## src/rtl/agu_pkg.sv

```systemverilog
package agu_pkg;
   typedef enum logic [3:0] {
      AM_PLAIN    = 4'd0,
      AM_OFFSET   = 4'd1,
      AM_TWOREG   = 4'd2,
      AM_SCALED   = 4'd3,
      AM_STEPPOST = 4'd4,
      AM_STEPPRE  = 4'd5,
      AM_RINGPOST = 4'd6,
      AM_RINGPRE  = 4'd7,
      AM_MIRROR   = 4'd8
   } agu_mode_e;
endpackage

```

## src/rtl/agu_bitrev.sv

```systemverilog
// Mirrors the low n bits of din (n clamped to 1..W) into the low end of dout.
module agu_bitrev #(
   parameter int W  = 16,
   parameter int NW = 5
) (
   input  logic [W-1:0]  din,
   input  logic [NW-1:0] nbits,
   output logic [W-1:0]  dout
);
   localparam logic [NW-1:0] WN = NW'(W);

   if (W >= (1 << NW)) begin : g_bad_width
      $error("agu_bitrev: NW too narrow for W");
   end

   logic [W-1:0]  mir;
   logic [NW-1:0] n_eff;

   for (genvar i = 0; i < W; i++) begin : g_mirror
      assign mir[i] = din[W-1-i];
   end

   always_comb begin
      if (nbits == '0)     n_eff = NW'(1);
      else if (nbits > WN) n_eff = WN;
      else                 n_eff = nbits;
      dout = mir >> (WN - n_eff);
   end
endmodule

```

## src/rtl/agu_regfile.sv

```systemverilog
// Address register bank: two read ports, one update port, one load port (load wins).
module agu_regfile #(
   parameter int AW   = 32,
   parameter int NREG = 8,
   localparam int SW  = $clog2(NREG)
) (
   input  logic          clk,
   input  logic          rst_n,
   input  logic [SW-1:0] rd_a_sel,
   output logic [AW-1:0] rd_a,
   input  logic [SW-1:0] rd_b_sel,
   output logic [AW-1:0] rd_b,
   input  logic          upd_en,
   input  logic [SW-1:0] upd_sel,
   input  logic [AW-1:0] upd_data,
   input  logic          ld_en,
   input  logic [SW-1:0] ld_sel,
   input  logic [AW-1:0] ld_data
);
   logic [AW-1:0] regs [NREG];

   for (genvar i = 0; i < NREG; i++) begin : g_reg
      always_ff @(posedge clk) begin
         if (!rst_n)
            regs[i] <= '0;
         else if (ld_en && ld_sel == SW'(i))
            regs[i] <= ld_data;
         else if (upd_en && upd_sel == SW'(i))
            regs[i] <= upd_data;
      end
   end

   assign rd_a = regs[rd_a_sel];
   assign rd_b = regs[rd_b_sel];
endmodule

```

## src/rtl/agu_calc.sv

```systemverilog
// Combinational address and next-pointer computation for all modes.
module agu_calc
   import agu_pkg::*;
#(
   parameter int AW  = 32,
   parameter int DW  = 16,
   parameter int BRW = 16,
   parameter int BNW = 5
) (
   input  logic [3:0]     mode,
   input  logic [AW-1:0]  ptr,
   input  logic [AW-1:0]  idx,
   input  logic [DW-1:0]  disp,
   input  logic [1:0]     esize,
   input  logic [AW-1:0]  cbase,
   input  logic [AW-1:0]  clen,
   input  logic [BNW-1:0] brev_n,
   output logic [AW-1:0]  ea,
   output logic [AW-1:0]  ptr_next,
   output logic           ptr_we
);
   logic [AW-1:0]  sdisp, step, ring_end, inc_v, dec_v;
   logic [BRW-1:0] mirrored;

   agu_bitrev #(.W(BRW), .NW(BNW)) u_rev (
      .din   (ptr[BRW-1:0]),
      .nbits (brev_n),
      .dout  (mirrored)
   );

   always_comb begin
      sdisp    = {{(AW-DW){disp[DW-1]}}, disp};
      step     = AW'(1) << esize;
      ring_end = cbase + clen;
      inc_v    = ptr + step;
      dec_v    = ptr - step;
      ea       = ptr;
      ptr_next = ptr;
      ptr_we   = 1'b0;
      case (mode)
         AM_OFFSET: ea = ptr + sdisp;
         AM_TWOREG: ea = ptr + idx;
         AM_SCALED: ea = ptr + sdisp + (idx << esize);
         AM_STEPPOST: begin
            ptr_next = inc_v;
            ptr_we   = 1'b1;
         end
         AM_STEPPRE: begin
            ptr_next = dec_v;
            ea       = dec_v;
            ptr_we   = 1'b1;
         end
         AM_RINGPOST: begin
            ptr_next = (inc_v >= ring_end) ? cbase : inc_v;
            ptr_we   = 1'b1;
         end
         AM_RINGPRE: begin
            ptr_next = (ptr < cbase + step) ? ring_end - step : dec_v;
            ea       = ptr_next;
            ptr_we   = 1'b1;
         end
         AM_MIRROR: begin
            ea       = cbase + AW'(mirrored);
            ptr_next = ptr + AW'(1);
            ptr_we   = 1'b1;
         end
         default: ;
      endcase
   end
endmodule

```

## src/rtl/agu_core.sv

```systemverilog
// Top: register bank + calculator + registered address output.
module agu_core #(
   parameter int AW   = 32,
   parameter int NREG = 8,
   parameter int DW   = 16,
   localparam int SW  = $clog2(NREG)
) (
   input  logic          clk,
   input  logic          rst_n,
   input  logic          req_valid,
   input  logic          hold,
   input  logic [3:0]    mode,
   input  logic [SW-1:0] ptr_sel,
   input  logic [SW-1:0] idx_sel,
   input  logic [DW-1:0] disp,
   input  logic [1:0]    esize,
   input  logic [AW-1:0] cfg_cbase,
   input  logic [AW-1:0] cfg_clen,
   input  logic [4:0]    cfg_brev_n,
   input  logic          wr_en,
   input  logic [SW-1:0] wr_sel,
   input  logic [AW-1:0] wr_data,
   output logic [AW-1:0] ea_out,
   output logic          ea_valid
);
   if (AW < 17)     begin : g_bad_aw   $error("agu_core: AW must be at least 17"); end
   if (DW >= AW)    begin : g_bad_dw   $error("agu_core: DW must be below AW"); end
   if (NREG < 2)    begin : g_bad_nreg $error("agu_core: NREG must be at least 2"); end

   logic [AW-1:0] ptr_val, idx_val, ea_c, ptr_next;
   logic          ptr_we, accept;

   assign accept = req_valid && !hold;

   agu_regfile #(.AW(AW), .NREG(NREG)) u_bank (
      .clk      (clk),
      .rst_n    (rst_n),
      .rd_a_sel (ptr_sel),
      .rd_a     (ptr_val),
      .rd_b_sel (idx_sel),
      .rd_b     (idx_val),
      .upd_en   (accept && ptr_we),
      .upd_sel  (ptr_sel),
      .upd_data (ptr_next),
      .ld_en    (wr_en),
      .ld_sel   (wr_sel),
      .ld_data  (wr_data)
   );

   agu_calc #(.AW(AW), .DW(DW), .BRW(16), .BNW(5)) u_calc (
      .mode     (mode),
      .ptr      (ptr_val),
      .idx      (idx_val),
      .disp     (disp),
      .esize    (esize),
      .cbase    (cfg_cbase),
      .clen     (cfg_clen),
      .brev_n   (cfg_brev_n),
      .ea       (ea_c),
      .ptr_next (ptr_next),
      .ptr_we   (ptr_we)
   );

   always_ff @(posedge clk) begin
      if (!rst_n) begin
         ea_out   <= '0;
         ea_valid <= 1'b0;
      end else begin
         ea_valid <= accept;
         if (accept) ea_out <= ea_c;
      end
   end
endmodule

```

## config.mk

```make
export PLATFORM = sky130hd
export DESIGN_NAME = agu_core
export DESIGN_NICKNAME = d
export VERILOG_FILES = /design/src/rtl/agu_pkg.sv /design/src/rtl/agu_bitrev.sv /design/src/rtl/agu_regfile.sv /design/src/rtl/agu_calc.sv /design/src/rtl/agu_core.sv
export SDC_FILE = /design/constraint.sdc
export NUM_CORES = 1
export LEC_CHECK = 0
export BUFFER_PORTS_ARGS = -buffer_cell sky130_fd_sc_hd__buf_2
export CELL_PAD_IN_SITES_DETAIL_PLACEMENT = 0
export CELL_PAD_IN_SITES_GLOBAL_PLACEMENT = 1
export CORE_ASPECT_RATIO = 1.1
export CORE_UTILIZATION = 25
export CTS_BUF_LIST = sky130_fd_sc_hd__clkbuf_16
export DETAILED_ROUTE_END_ITERATION = 6
export PLACE_DENSITY = 0.52
export SLEW_MARGIN = 10
export SYNTH_ARGS = -nofsm -noshare
export SYNTH_HDL_FRONTEND = slang
export SYNTH_HIERARCHICAL = 1
export SYNTH_SLANG_ARGS = --single-unit
```

## constraint.sdc

```tcl
create_clock -name clk -period 7.5 [get_ports clk]
set_input_delay 1.125 -clock clk [delete_from_list [all_inputs] [get_ports clk]]
set_output_delay 1.125 -clock clk [all_outputs]
set_load 0.01 [all_outputs]
```

==> results of run 1 <==
## metrics by stage
stage                     utilization  power (µW)  instances  hold slack (ns)  setup WS, ns
after detailed placement       0.2924        5471       5436           0.4465       -0.2994
after CTS                      0.3016        7299       5501           0.4553        0.2696
after global routing           0.3017        7673       5501           0.4659       0.02573
final                          0.3017        7281       5502           0.4533        0.3703
after global placement         0.2924        5483       5436           0.4401       -0.1864
after floorplan                     -        4058       3435           0.4790        0.1726
## registers in the layout (all words and copies together) (netlist names)
name / count
ea_out: 32
u_bank/regs: 256
ea_valid: 1
## worst max-delay path, stage by stage
cell and delay [ns]:
buf_4 0.26, buf_12 0.18, mux4_2 0.49, mux2_2 0.34, ha_1 0.34, o21a_1 0.23, o21bai_1 0.21, nand2b_1 0.15
nor2_1 0.16, buf_4 0.16, nand3_1 0.09, xnor2_1 0.18, ha_1 0.33, nand4_1 0.09, a211oi_1 0.22, a221oi_1 0.17
o21ai_0 0.33, o22ai_1 0.15, a21oi_1 0.35, a21oi_2 0.12, nor2_1 0.69, buf_4 0.26, a21oi_1 0.07, a31oi_1 0.31
buf_4 0.27, nand2_1 0.07, o22ai_1 0.17
## repair_timing
action,in CTS,in global routing
endpoints found under the setup margin,0,8
hold buffers,0,0
resized for setup,0,2
## worst paths after layout
path | startpoint | endpoint | slack, ns | cells past startpoint
setup / recovery | ptr_sel[0] | u_bank/regs[0][16] | 0.37 | 27
hold / removal | ea_out[31] | ea_out[31] | 0.45 | 2
setup reg to reg | u_bank/regs[7][1] | u_bank/regs[0][16] | 0.88 | 27
hold reg to reg | ea_out[31] | ea_out[31] | 0.45 | 2
## area by class of cell
type | count | area (µm²)
flip-flops and latches | 289 | 8348
clock inverters | 28 | 259.0
repair buffers | 583 | 4114
clock buffers | 37 | 925.9
well taps | 1680 | 2102
multi-input cells | 2813 | 22780
inverters | 71 | 274.0
fillers | 13554 | 89830
diodes | 1 | 2.502
## power by group through the flow
| stage | Sequential (µW) | Clock, µW | Combinational [µW] |
|---|---|---|---|
| after floorplan | 1900 | 0 | 2160 |
| after global placement | 1910 | 0 | 3580 |
| after detailed placement | 1910 | 0 | 3560 |
| after CTS | 1880 | 1840 | 3580 |
| after global routing | 1890 | 1890 | 3900 |
| final | 1880 | 1800 | 3600 |
## layout by cell type, fill, tap and decap left out, types with 61 or more instances in the layout
master,synthesis,layout
o21ai_0,118,117
buf_2,57,165
a21oi_1,188,188
mux4_2,163,163
o22ai_1,87,86
inv_1,70,78
mux2_2,68,68
nand3_1,77,75
a21o_1,83,83
a22o_1,194,194
ha_1,220,220
edfxtp_1,256,256
nor2_1,201,197
nand2_1,377,375
buf_4,4,406
xor2_1,105,105
nor3_1,65,61
xnor2_1,134,134
## metal layers
layer	routed length, µm	global-route usage	part of all wire	up-vias
met5	114	0	0.00077	-
met2	70760	0.3815	0.48	1099
met3	8653	0.02366	0.058	209
met1	64220	0.2848	0.43	15238
li1	-	-	-	14132
met4	4295	0.06343	0.029	18
## cell families (layout without fill, tap and decap cells)
kind of cell               Yosys count  count (layout)  synth area share
adders and majority gates          229             229           0.09060
xor gates and xnor gates           242             242           0.06637
muxes                              294             294            0.1586
DFF                                289             289            0.2579
buffers and inverters              333             719           0.04503
other                                0               1                 0
and+or+nand+nor                   1001            1001            0.1493
AOI/OAI and AO/OA                 1047            1047            0.2323
==> impl_metrics.csv, run 1 <==
group,metric,value,unit
setup_path,crit_type,"in -> reg",
grt,gr-usage-all-layers,0.2190,
setup_path,end_kind,"register",
timing,period_needed,7.130,ns
power_and_ir_drop,p_sw,2845,µW
power_and_ir_drop,p_int,4436,µW
synthesis,netlist.top_cell.by_area,"edfxtp_1",
cts,cts_buffers,37,
synthesis,syn-mean-instance-area,9.424,µm²
synthesis,synth-async-reset-ratio,0,
finish,design_area,38810,µm²
timing,slew_headroom,0.2198,
synthesis,synth_edf_count,256,
cts,cts_max_level,2,
setup_path,crit_fanout,11,
placement,dpl.hpwl,110.5,mm
timing,setup_viol,0,
floorplan,num_io_pins,170,
power_and_ir_drop,clkPwrFrac,0.248,
grt,grt_pass1_wl,211.9,mm
synthesis,netlist_instances,3435,
power_and_ir_drop,p_per_area,187.6,nW/µm²
timing,max_freq,140.3,MHz
timing,hold_viol,0,
drt,drtAntennaViolNets,0,
placement,numPortBuffers,169,
setup_path,cp-start-kind,"input pin",
floorplan,core_area,128600,µm²
floorplan,rows,138,
grt,overflow,0,
cts,clockBufferDepth,3,
power_and_ir_drop,combPwrFrac,0.495,
timing,final_max_slew_viol_count,0,
setup_path,crit_required,7.91,ns
cts,cts_root_buf,"clkbuf_16",
floorplan,die_h,379.4,µm
cts,clk_latency,0.58,ns
timing,clock_skew,0.03658,ns
synthesis,ys.flop_type,"edfxtp_1",
grt,grt_max_degree,72,
floorplan,dieArea,130900,µm²
timing,rsz0062_at_grt,"no",
setup_path,critPathArrivalTime,7.54,ns
synthesis,synth_top_area_frac,0.2375,
placement,place_area,37610,µm²
placement,routabilityCongestion,0.8942,
power_and_ir_drop,pwr-share-seq,0.258,
cts,post-cts-setup-buffers,0,
timing,tns,0,ns
synthesis,synth-seq-cells,289,
synthesis,netlist_top_cells_area,"edfxtp_1 24%, mux4_2 11%, ha_1 8.5%",
power_and_ir_drop,sw_frac_of_total,0.3908,
run,cap_violations,0,
timing,worst_pin_slew,1.170,ns
drt,drt_iter0_markers,2435,
hold_path,hold_path_class,"reg -> reg",
timing,fin_crit_sh,0.9506,
synthesis,synth_common_cells,"377 x nand2_1, 256 x edfxtp_1, 220 x ha_1, 201 x nor2_1, 194 x a22o_1",
synthesis,synth.most_common_cell,"nand2_1",
drt,wirelength,148.0,mm
power_and_ir_drop,worst_ir_drop_vdd,0.0001669,V
synthesis,yosysUniqueCellTypes,110,
floorplan,start_util,0.2516,
synthesis,synth_warnings,6,
drt,num_vias,30696,
synthesis,synth_nets,3801,
run_status,status,"completed",
finish,nets,4161,
drt,viasPerCell,5.579,
drt,drc,0,
cts,clkSinkCount,289,
grt,antenna_found_initial,15,
power_and_ir_drop,leakage,0.01548,µW
finish,area_growth,19.88,%
cts,clk_pin_slew_worst_paths,0.06,ns
synthesis,seq_area_frac_synth,0.2579,
synthesis,synthesis.area,32370,µm²
floorplan,die_w,345.1,µm
drt,dr.pass1.iters,7,
finish,final_layout_size_suffix_gt1_frac,0.2452,
cts,cts_tree,"built",
grt,grt_pass1_vias,30479,
drt,routedWlPerCell,26.91,µm
Power figures use the tool's default switching activity.
==> run 2, diff against run 1 <==
- CELL_PAD_IN_SITES_DETAIL_PLACEMENT: 0 -> 1
- CELL_PAD_IN_SITES_GLOBAL_PLACEMENT: 1 -> 2
- PLACE_DENSITY: 0.52 -> default
- PLACE_DENSITY_LB_ADDON: default -> 0.1
- clock period: 7.5 -> 8.9 ns (I/O delays scaled with it)
==> run 2 against run 1 <==
Compared with the run above: clock skew grew 0.040 ns; clock power shrank 11%; count of clock-buffer cells in the layout grew 2; worst setup slack gained 0.49 ns; non-clock buffer count shrank 193; critical path depth grew 1; die area is the same; critical endpoint is now ea_out[26].
==> impl_metrics.csv, run 2 (synthesis gave the netlist of run 1 again) <==
group,metric,value,unit
floorplan,core_area,128600,µm²
drt,wirelength,164.6,mm
drt,drc,0,
setup_path,reg2reg_from,"u_bank/regs[5][0]",
timing,final_max_slew_viol_count,0,
cts,cts_hold_buf,0,
timing,fin_crit_sh,0.9028,
floorplan,dieArea,130900,µm²
drt,num_vias,30633,
timing,worst_pin_slew,1.114,ns
finish,largest_reg_flops,256,
cts,clockBufferDepth,3,
setup_path,critPathSlowestCell,"or4b_2",
run_status,status,"completed",
floorplan,die_w,345.1,µm
drt,drt_iter0_markers,2109,
cts,clkSinkCount,289,
grt,grt_max_degree,66,
floorplan,start_util,0.2516,
cts,cts_buffers,39,
finish,fillers,14695,
finish,final_layout_size_suffix_gt1_frac,0.2055,
setup_path,critPathArrivalTime,8.44,ns
setup_path,cp_num_buf_inv,3,
setup_path,crit_type,"in -> reg",
drt,routedWlPerCell,30.97,µm
floorplan,num_io_pins,170,
timing,clock_skew,0.07659,ns
timing,period_needed,8.035,ns
floorplan,die_h,379.4,µm
finish,seqCellArea,8348,µm²
setup_path,max_stage_delay,0.66,ns
power_and_ir_drop,sw_frac_of_total,0.4136,
timing,timing.hold.ws,0.4575,ns
grt,gr-usage-all-layers,0.2450,
run,cap_violations,0,
timing,slew_headroom,0.2531,
finish,nets,3970,
drt,drtAntennaViolNets,0,
hold_path,hp-start,"ea_out[25]",
placement,dpl.hpwl,121.3,mm
grt,grt_pass1_vias,32570,
power_and_ir_drop,worst_ir_drop_vdd,0.0001345,V
cts,cts_root_buf,"clkbuf_16",
grt,overflow,0,
floorplan,rows,138,
finish,largest_register,"u_bank/regs",
cts,post-cts-setup-buffers,0,
power_and_ir_drop,combPwrFrac,0.475,
cts,clk_pin_slew_worst_paths,0.05,ns
setup_path,cp-start-kind,"input pin",
drt,dr.pass1.iters,5,
setup_path,end_kind,"register",
power_and_ir_drop,clkPwrFrac,0.264,
finish,multi_input_area,22780,µm²
finish,design_area,37430,µm²
placement,routabilityCongestion,0.8888,
finish,final_common_cell,"nand2_1",
setup_path,critPathTopFamily,"compound AO/OA/AOI/OAI gates",
setup_path,crit_fanout,27,
finish,reg_top3,"u_bank/regs x256, ea_out x32, ea_valid x1",
power_and_ir_drop,leakage,0.01458,µW
power_and_ir_drop,pwr-share-seq,0.261,
setup_path,cp-startpoint,"ptr_sel[0]",
drt,viasPerCell,5.761,
hold_path,hold_path_class,"reg -> reg",
power_and_ir_drop,p_sw,2505,µW
placement,place_area,36140,µm²
placement,numPortBuffers,169,
grt,grt_pass1_wl,234.4,mm
cts,clk_latency,0.63,ns
timing,tns,0,ns
cts,cts_max_level,2,
timing,setup_viol,0,
setup_path,crit_required,9.31,ns
grt,antenna_found_initial,13,
timing,rsz0062_at_grt,"no",
power_and_ir_drop,p_per_area,161.8,nW/µm²
cts,cts_resized,0,
timing,hold_viol,0,
timing,max_freq,124.5,MHz
finish,final_cell_mix,"375 x nand2_1, 256 x edfxtp_1, 220 x ha_1, 214 x buf_4, 197 x nor2_1",
power_and_ir_drop,p_int,3551,µW
finish,area_growth,15.62,%
cts,cts_tree,"built",
run 2: power by group through the flow:
stage / Combinational [µW] / Sequential, µW / Clock (µW)
after global placement: 2820 / 1600 / 0
after detailed placement: 2860 / 1610 / 0
after global routing: 3100 / 1590 / 1670
after CTS: 2870 / 1580 / 1640
after floorplan: 1820 / 1600 / 0
final: 2880 / 1580 / 1600
run 2: worst min-delay path, cell delays in order, from the launching register on:
cell and delay, ns:
dfxtp_1 0.30, nand2_1 0.05, mux2i_1 0.05
run 2: routing by layer:
layer	GRT usage	vias to the layer above	share of wire
li1	-	13722	-
met1	0.3156	15822	0.45
met2	0.4329	873	0.49
met3	0.02488	206	0.039
met4	0.06831	10	0.027
met5	0	-	0.00041
run 2: final cells by class:
cell class / instances / share of cell area
flip-flops and latches: 289 / 0.2231
multi-input cells: 2813 / 0.6088
diodes: 2 / 0.0001337
repair buffers: 390 / 0.07047
well taps: 1680 / 0.05616
clock buffers: 39 / 0.02608
inverters: 71 / 0.007321
clock inverters: 33 / 0.008024
run 2: worst paths after layout:
path / slack (ns) / cells after the start / to
worst max-delay path: 0.87 / 28 / ea_out[26]
worst min-delay path: 0.46 / 2 / ea_out[25]
worst max register to register: 1.83 / 27 / ea_out[26]
worst min register to register: 0.46 / 2 / ea_out[25]
run 2: per-stage QoR:
step,utilization,setup slack (ns),total power (µW),cells
finish,0.2909,0.8651,6056,5317
global route,0.2909,0.5904,6366,5315
CTS,0.2909,0.9539,6097,5315
detailed placement,0.2810,0.3829,4465,5243
global placement,0.2810,0.5130,4417,5243
floorplan,-,1.363,3420,3435
